## src/rtl/slow_idle_clkctl.sv

```systemverilog
module slow_idle_clkctl #(
  parameter int IRQS = 4
) (
  input  logic            clk,
  input  logic            rst_n,
  input  logic            idle_req,
  input  logic            div_valid,
  input  logic [1:0]      div_sel,
  input  logic            pd_req,
  input  logic [IRQS-1:0] irq,
  input  logic [IRQS-1:0] irq_en,
  input  logic            dma_req,
  output logic            dma_gnt,
  output logic            core_ce,
  output logic            sclk_ce,
  output logic            clkout_ce,
  output logic            timer_ce,
  output logic            in_idle,
  output logic            resume,
  output logic            pd_ack
);
  localparam int MIN_LOG = 4;
  localparam int CNT_W   = MIN_LOG + 3;

  typedef enum logic [1:0] {ST_RUN, ST_IDLE, ST_PDOWN} st_t;

  st_t             st;
  logic            slow;
  logic [1:0]      code;
  logic [CNT_W-1:0] cnt;
  logic            pend;
  logic            resume_q;

  wire              irq_hit = |(irq & irq_en);
  wire [CNT_W-1:0]  lowmask = CNT_W'((32'd1 << (MIN_LOG + int'(code))) - 32'd1);
  wire              tick    = !slow || ((cnt & lowmask) == '0);
  wire              wake    = (st == ST_IDLE) && (pend || irq_hit) && tick;
  wire              ce_all  = (st == ST_RUN) || ((st == ST_IDLE) && tick);

  always_ff @(posedge clk) begin
    if (!rst_n) begin
      st       <= ST_RUN;
      slow     <= 1'b0;
      code     <= '0;
      cnt      <= '0;
      pend     <= 1'b0;
      resume_q <= 1'b0;
    end else begin
      resume_q <= 1'b0;
      case (st)
        ST_RUN: begin
          if (pd_req) begin
            st <= ST_PDOWN;
          end else if (idle_req) begin
            st   <= ST_IDLE;
            slow <= div_valid;
            code <= div_sel;
            cnt  <= '0;
            pend <= 1'b0;
          end
        end
        ST_IDLE: begin
          cnt <= cnt + 1'b1;
          if (wake) begin
            st       <= ST_RUN;
            resume_q <= 1'b1;
            pend     <= 1'b0;
            slow     <= 1'b0;
          end else if (irq_hit) begin
            pend <= 1'b1;
          end
        end
        ST_PDOWN: ;
        default: st <= ST_RUN;
      endcase
    end
  end

  assign core_ce   = ce_all;
  assign sclk_ce   = ce_all;
  assign clkout_ce = ce_all;
  assign timer_ce  = ce_all;
  assign in_idle   = (st == ST_IDLE);
  assign pd_ack    = (st == ST_PDOWN);
  assign resume    = resume_q;
  assign dma_gnt   = dma_req && (st != ST_PDOWN);

  a_r2_std_full_rate: assert property (@(posedge clk) disable iff (!rst_n)
    (st == ST_IDLE && !slow) |-> (core_ce && sclk_ce && clkout_ce && timer_ce));

  a_r4_no_wake_masked: assert property (@(posedge clk) disable iff (!rst_n)
    (st == ST_IDLE && !pend && !irq_hit) |=> (st == ST_IDLE));

  a_r5_std_one_cycle: assert property (@(posedge clk) disable iff (!rst_n)
    (st == ST_IDLE && !slow && irq_hit) |=> (resume && st == ST_RUN));

  a_r6_wake_on_tick: assert property (@(posedge clk) disable iff (!rst_n)
    (st == ST_RUN && $past(st) == ST_IDLE) |-> $past(core_ce));

  a_r8_resume_single: assert property (@(posedge clk) disable iff (!rst_n)
    resume |=> !resume);

  a_r9_dma_in_idle: assert property (@(posedge clk) disable iff (!rst_n)
    (in_idle && dma_req) |-> dma_gnt);

  a_r10_pd_holds: assert property (@(posedge clk) disable iff (!rst_n)
    pd_ack |=> (pd_ack && !core_ce && !in_idle));
endmodule

```

## config.mk

```make
export PLATFORM = sky130hd
export DESIGN_NAME = slow_idle_clkctl
export DESIGN_NICKNAME = d
export VERILOG_FILES = /design/src/rtl/slow_idle_clkctl.sv
export SDC_FILE = /design/constraint.sdc
export NUM_CORES = 1
export LEC_CHECK = 0
export BUFFER_PORTS_ARGS = -buffer_cell sky130_fd_sc_hd__buf_4
export CORE_MARGIN = 2
export CORE_UTILIZATION = 34
export CTS_CLUSTER_SIZE = 10
export DETAILED_ROUTE_END_ITERATION = 16
export SLEW_MARGIN = 20
export SYNTH_ARGS = -nofsm -noshare
export SYNTH_HDL_FRONTEND = slang
export SYNTH_SLANG_ARGS = --single-unit
```

## constraint.sdc

```tcl
create_clock -name clk -period 3.7 [get_ports clk]
set_input_delay 0.74 -clock clk [delete_from_list [all_inputs] [get_ports clk]]
set_output_delay 0.74 -clock clk [all_outputs]
set_load 0.005 [all_outputs]
```

### Yosys cells after proc, flatten, opt, wreduce, memory -nomap -nowiden

Cells that the tools add are included.

| storage, ports and cells | value |
|---|---|
| bits in registers | 14 |
| input port bits | 16 |
| output and inout port bits | 8 |
| word-level logic and storage cells | 57 |

| cells by class | value |
|---|---|
| $add $sub $neg | 3 |
| equal/unequal tests | 8 |
| shift-type cells | 1 |
| muxes and demuxes | 17 |
| bitwise logic cells | 4 |
| reductions and logical operators | 18 |

Operator list:

| kind | number |
|---|---|
| $mux W7 | 2 |
| $pmux W7 S2 | 1 |
| $reduce_and A3 Y1 | 3 |
| $mux W1 | 8 |
| $reduce_and A4 Y1 | 2 |
| $add A7 B1 Y7 const B | 1 |
| $and A7 B7 Y7 | 1 |
| $logic_not A7 Y1 | 1 |
| $shl A1 B4 Y7 const A | 1 |
| $sub A7 B1 Y7 const B | 1 |
| $mux W2 | 3 |
| $ne A2 B2 Y1 const B | 3 |
| $pmux W2 S3 | 1 |
| $add A3 B2 Y4 const A | 1 |
| $and A4 B4 Y4 | 1 |
| $logic_and A1 B1 Y1 | 4 |
| $pmux W1 S2 | 2 |
| $reduce_or A4 Y1 | 1 |
| $logic_or A1 B1 Y1 | 3 |
| $ne A3 B1 Y1 const B | 1 |
| $ne A3 B3 Y1 const B | 1 |
| $eq A2 B1 Y1 const B | 1 |
| $eq A2 B2 Y1 const B | 1 |
| $logic_not A2 Y1 | 1 |
| other kinds (5) | 6 |

### Depth between registers and ports, before layout

| logic depth | value |
|---|---|
| depth in word-level cells | 9 |
| gate-level depth with buffers | 5 |
| mapped depth without buffers | 5 |

### Worst setup path after synthesis

No wires, ideal clock.

| timing | value |
|---|---|
| kind | reg2out |
| from | register cnt[0] |
| to | output core_ce |
| arrival | 1.162 ns |
| required time | 2.960 ns |
| setup slack | 1.798 ns |
| cell stages (with the launch flop) | 6 |
| path buffers | 1 |
| cells stage by stage | dfxtp_1 inv_1 ha_1 o2111ai_1 a31oi_1 buf_4 |

| on the way | value |
|---|---|
| word-level cells in the longest chain between the ends | 5 |

Ends and longest elaborated chain:

| item | RTL line | source |
|---|---|---|
| start, declared | 30 | `logic [CNT_W-1:0] cnt;` |
| start signal, assigned | 63 | `cnt <= cnt + 1'b1;` |
| $and A7 B7 Y7 | 36 | `wire tick = !slow \|\| ((cnt & lowmask) == '0);` |
| $logic_not A7 Y1 | 36 |  |
| $logic_or A1 B1 Y1 | 36 |  |
| $logic_and A1 B1 Y1 | 38 | `wire ce_all = (st == ST_RUN) \|\| ((st == ST_IDLE) && tick);` |
| $logic_or A1 B1 Y1 | 38 |  |
| end, declared | 14 | `output logic core_ce,` |

Every way passes these cells.

### Worst setup path after layout

| timing | value |
|---|---|
| from | register cnt[0] |
| to | output sclk_ce |

| on the way | value |
|---|---|
| word-level cells in the longest chain between the ends | 5 |

Ends and longest elaborated chain:

| item | RTL line | source |
|---|---|---|
| $and A7 B7 Y7 | 36 |  |
| $logic_not A7 Y1 | 36 |  |
| $logic_or A1 B1 Y1 | 36 |  |
| $logic_and A1 B1 Y1 | 38 |  |
| $logic_or A1 B1 Y1 | 38 |  |
| end, declared | 15 | `output logic sclk_ce,` |

Every way passes these cells.

==> run summary <==
The multiplexer area fraction after synthesis came out at 2.83%. The final wirelength is 1540 µm. The global-route usage over all layers came out at 14.1%. The share of the synthesized area in compound gates (AO/OA/AOI/OAI) is 21.6%.

The H-tree depth reported by CTS is 1. For this design, the sink count on the clock tree is 14. The sequential element share of the synthesized area came out at 39.6%. The count of flip-flops with a built-in enable after synthesis came out at 0. The layout overhead on the synthesized area came out at 27.6%. The worst setup slack before clock tree synthesis is 1.70 ns. STA classifies the critical path endpoint as a primary output. The startpoint type of the worst setup path is a register. The storage element area is 280 µm². The worst-case hold slack is 0.458 ns. The multi-input logic area is 370 µm².

TritonCTS built the clock tree. Setup repair after global routing left no endpoint under its margin. The total design power came out at 292 µW. The slew at the pin with the worst max-slew slack is 0.455 ns.

The count of endpoints failing setup in the final report came out at 0. The x dimension of the die is 49.6 µm. In this run the core area contains 16 standard-cell rows. Leaving out fill and tap cells, the most frequent cells in the layout are sky130_fd_sc_hd__buf_4 (23), sky130_fd_sc_hd__dfxtp_1 (14), sky130_fd_sc_hd__nor2_1 (9). The post-synthesis share of cell area spent on xor and xnor gates is 2.48%.

The worst reg2reg path depth came out at 3. The synthesized net count is 99. Entering global routing, the biggest net connects 11 pins. The number of fill cells in the layout is 215.

The number of instances resized during post-cts repair came out at 0. The final global-route overflow total came out at 0. The largest clock skew in the final design came out at 0.00255 ns. The number of cells in the design after placement is 127. The critical path in this run is classified as register to primary output. Routability-driven placement finished with a final weighted congestion of 0.714. The DRC marker count from the first detailed-route iteration came out at 11. Using the TritonRoute via totals, the vias-per-cell ratio works out to 4.97.

The final setup TNS came out at 0 ns. The number of instances in the synthesized netlist is 81. The core area came out at 1960 µm². The standby leakage power is 0.000355 µW. The initial standard-cell utilization of the core is 36.0%. The remaining max-slew budget at the tightest pin is 69.6%. The initial antenna violation count is 0. The placed wire-length estimate after detailed placement is 1260 µm. The y dimension of the die came out at 49.6 µm.

The async set or reset register ratio after synthesis came out at 0%. The clock tree root buffer cell is sky130_fd_sc_hd__clkbuf_4. The combinational family with the most area after synthesis is simple AND/OR/NAND/NOR gates. The first-pass iteration count of the detailed router came out at 4. After detailed routing, the number of remaining DRC violations is 0. Leaving out fill and tap cells, the most frequent cell in the layout is sky130_fd_sc_hd__buf_4. In this run the worst hold path is classified as register to register. The number of hold-slack violations in the final timing report is 0.

The total number of vias is 646. The post-synthesis cell type count is 30. The portion of the clock cycle consumed by the worst path in the final layout came out at 61.8%. The count of nets after finishing came out at 123. The global-route wire length before repair came out at 2580 µm.

The final-report max-slew violation count came out at 0. Dividing total power by cell area gives a power density of 324 nW/µm². The detail route stage leaves a number of antenna-violating nets equal to 0. Counting the buffers created by CTS gives 3.

At the worst endpoint, the required time is 2.96 ns. The area share of fa/ha/maj cells after synthesis came out at 3.54%. The die area came out at 2460 µm². The number of input and output port buffers inserted came out at 23. The number of maximum-capacitance violations came out at 0. The via count of the first global-routing pass is 620. The clock transition at the registers of the reported paths came out at 0.08 ns. The fraction of the mapped netlist area in simple logic gates came out at 21.9%.

Subtracting the final worst setup slack from the clock period gives 2.29 ns. The maximum resistive drop on vdd is 0.141 mV. The clock latency of the later-clocked register in the worst-skew pair came out at 0.28 ns.

The post-layout worst setup margin came out at 1.41 ns. The most used flip-flop cell after synthesis is sky130_fd_sc_hd__dfxtp_1. The number of warnings issued by yosys came out at 0. In this run the worst path has a maximum fanout of 4. Buffers added to address setup during post-CTS repair amount to 0.

The proportion of netlist area held by the largest area contributor is 39.6%. Of the cells placed in the final design, the portion with a size suffix greater than 1 is 28.2%. The fmax came out at 0.437 GHz. The average size of a mapped cell is 8.73 µm². After detailed routing, the average wire length per cell comes to 11.8 µm. The number of hold buffers added after CTS was 0. Of all cell types, the one taking the most synthesized area is sky130_fd_sc_hd__dfxtp_1. After synthesis, the cell types taking the most area are sky130_fd_sc_hd__dfxtp_1 (40%), sky130_fd_sc_hd__a21oi_1 (5.7%), sky130_fd_sc_hd__nor2_1 (4.8%).

The I/O pin total came out at 24. The run finished with clean final reports. The synthesized cell area is 707 µm². The maximum number of buffers from clock root to sink is 2. The worst hold path was traced through 2 stages. The final antenna diode count came out at 0. The number of storage elements in the synthesis netlist came out at 14. The final cell count without fillers is 130. The data arrival time of the worst path came out at 1.55 ns.
per-stage QoR:
stage / cell area (µm²) / utilization (%)
2_1_floorplan: 707 / -
3_3_place_gp: 880 / 44.8
3_5_place_dp: 880 / 44.8
4_1_cts: 902 / 46.0
5_1_grt: 902 / 46.0
6_report: 902 / 46.0
worst max-delay path: stages, from the launching register on:
cell and delay [ns]:
sky130_fd_sc_hd__dfxtp_1 0.34, sky130_fd_sc_hd__inv_1 0.08, sky130_fd_sc_hd__ha_1 0.14, sky130_fd_sc_hd__o2111ai_1 0.18, sky130_fd_sc_hd__a31oi_1 0.36, sky130_fd_sc_hd__buf_4 0.18
Yosys cell counts (2+ instances only):
master,n
sky130_fd_sc_hd__dfxtp_1,14
sky130_fd_sc_hd__nor2_1,9
sky130_fd_sc_hd__a21oi_1,8
sky130_fd_sc_hd__inv_1,6
sky130_fd_sc_hd__nand2_1,6
sky130_fd_sc_hd__buf_4,3
sky130_fd_sc_hd__o2111ai_1,3
sky130_fd_sc_hd__o21ai_0,3
sky130_fd_sc_hd__or3_1,3
sky130_fd_sc_hd__ha_1,2
sky130_fd_sc_hd__mux2i_1,2
sky130_fd_sc_hd__nor2b_1,2
sky130_fd_sc_hd__o21ai_1,2
sky130_fd_sc_hd__xor2_1,2
state kept, by name, summed over array words and instances (netlist names):
register	flops
resume	1
cnt	7
pend	1
code	2
st	2
slow	1
cells by family after synthesis:
family,Yosys count
AOI/OAI and AO/OA,23
xor gates and xnor gates,2
adders and majority gates,2
buffers and inverters,10
DFF,14
muxes,2
and+or+nand+nor,28
cell type report:
class	count	area share [%]
multi-input cells	57	41.1
repair buffers	23	19.1
flip-flops and latches	14	31.1
clock buffers	3	2.50
inverters	6	2.50
well taps	27	3.74
report_power, final:
part	total [µW]	switching [µW]	internal [µW]
Sequential	160	5.62	155
Combinational	47.7	20.8	26.9
Clock	84.4	46.6	37.7
metal layers:
metal	global-route usage [%]	wire length [µm]	up-vias
li1	-	-	330
met4	11.1	39	0
met3	3.33	47	4
met5	0	0	-
met2	22.9	734	10
met1	15.5	717	302
path summary, 6_finish.rpt:
| kind | start | endpoint | slack [ns] |
|---|---|---|---|
| hold / removal | pend$_SDFFE_PN0P_ | pend$_SDFFE_PN0P_ | 0.46 |
| hold reg to reg | pend$_SDFFE_PN0P_ | pend$_SDFFE_PN0P_ | 0.46 |
| setup / recovery | cnt[0]$_SDFFE_PN0P_ | sclk_ce | 1.41 |
| setup reg to reg | st[0]$_SDFFE_PN0P_ | cnt[5]$_SDFFE_PN0P_ | 2.22 |
(Power assumes the default switching activity.)
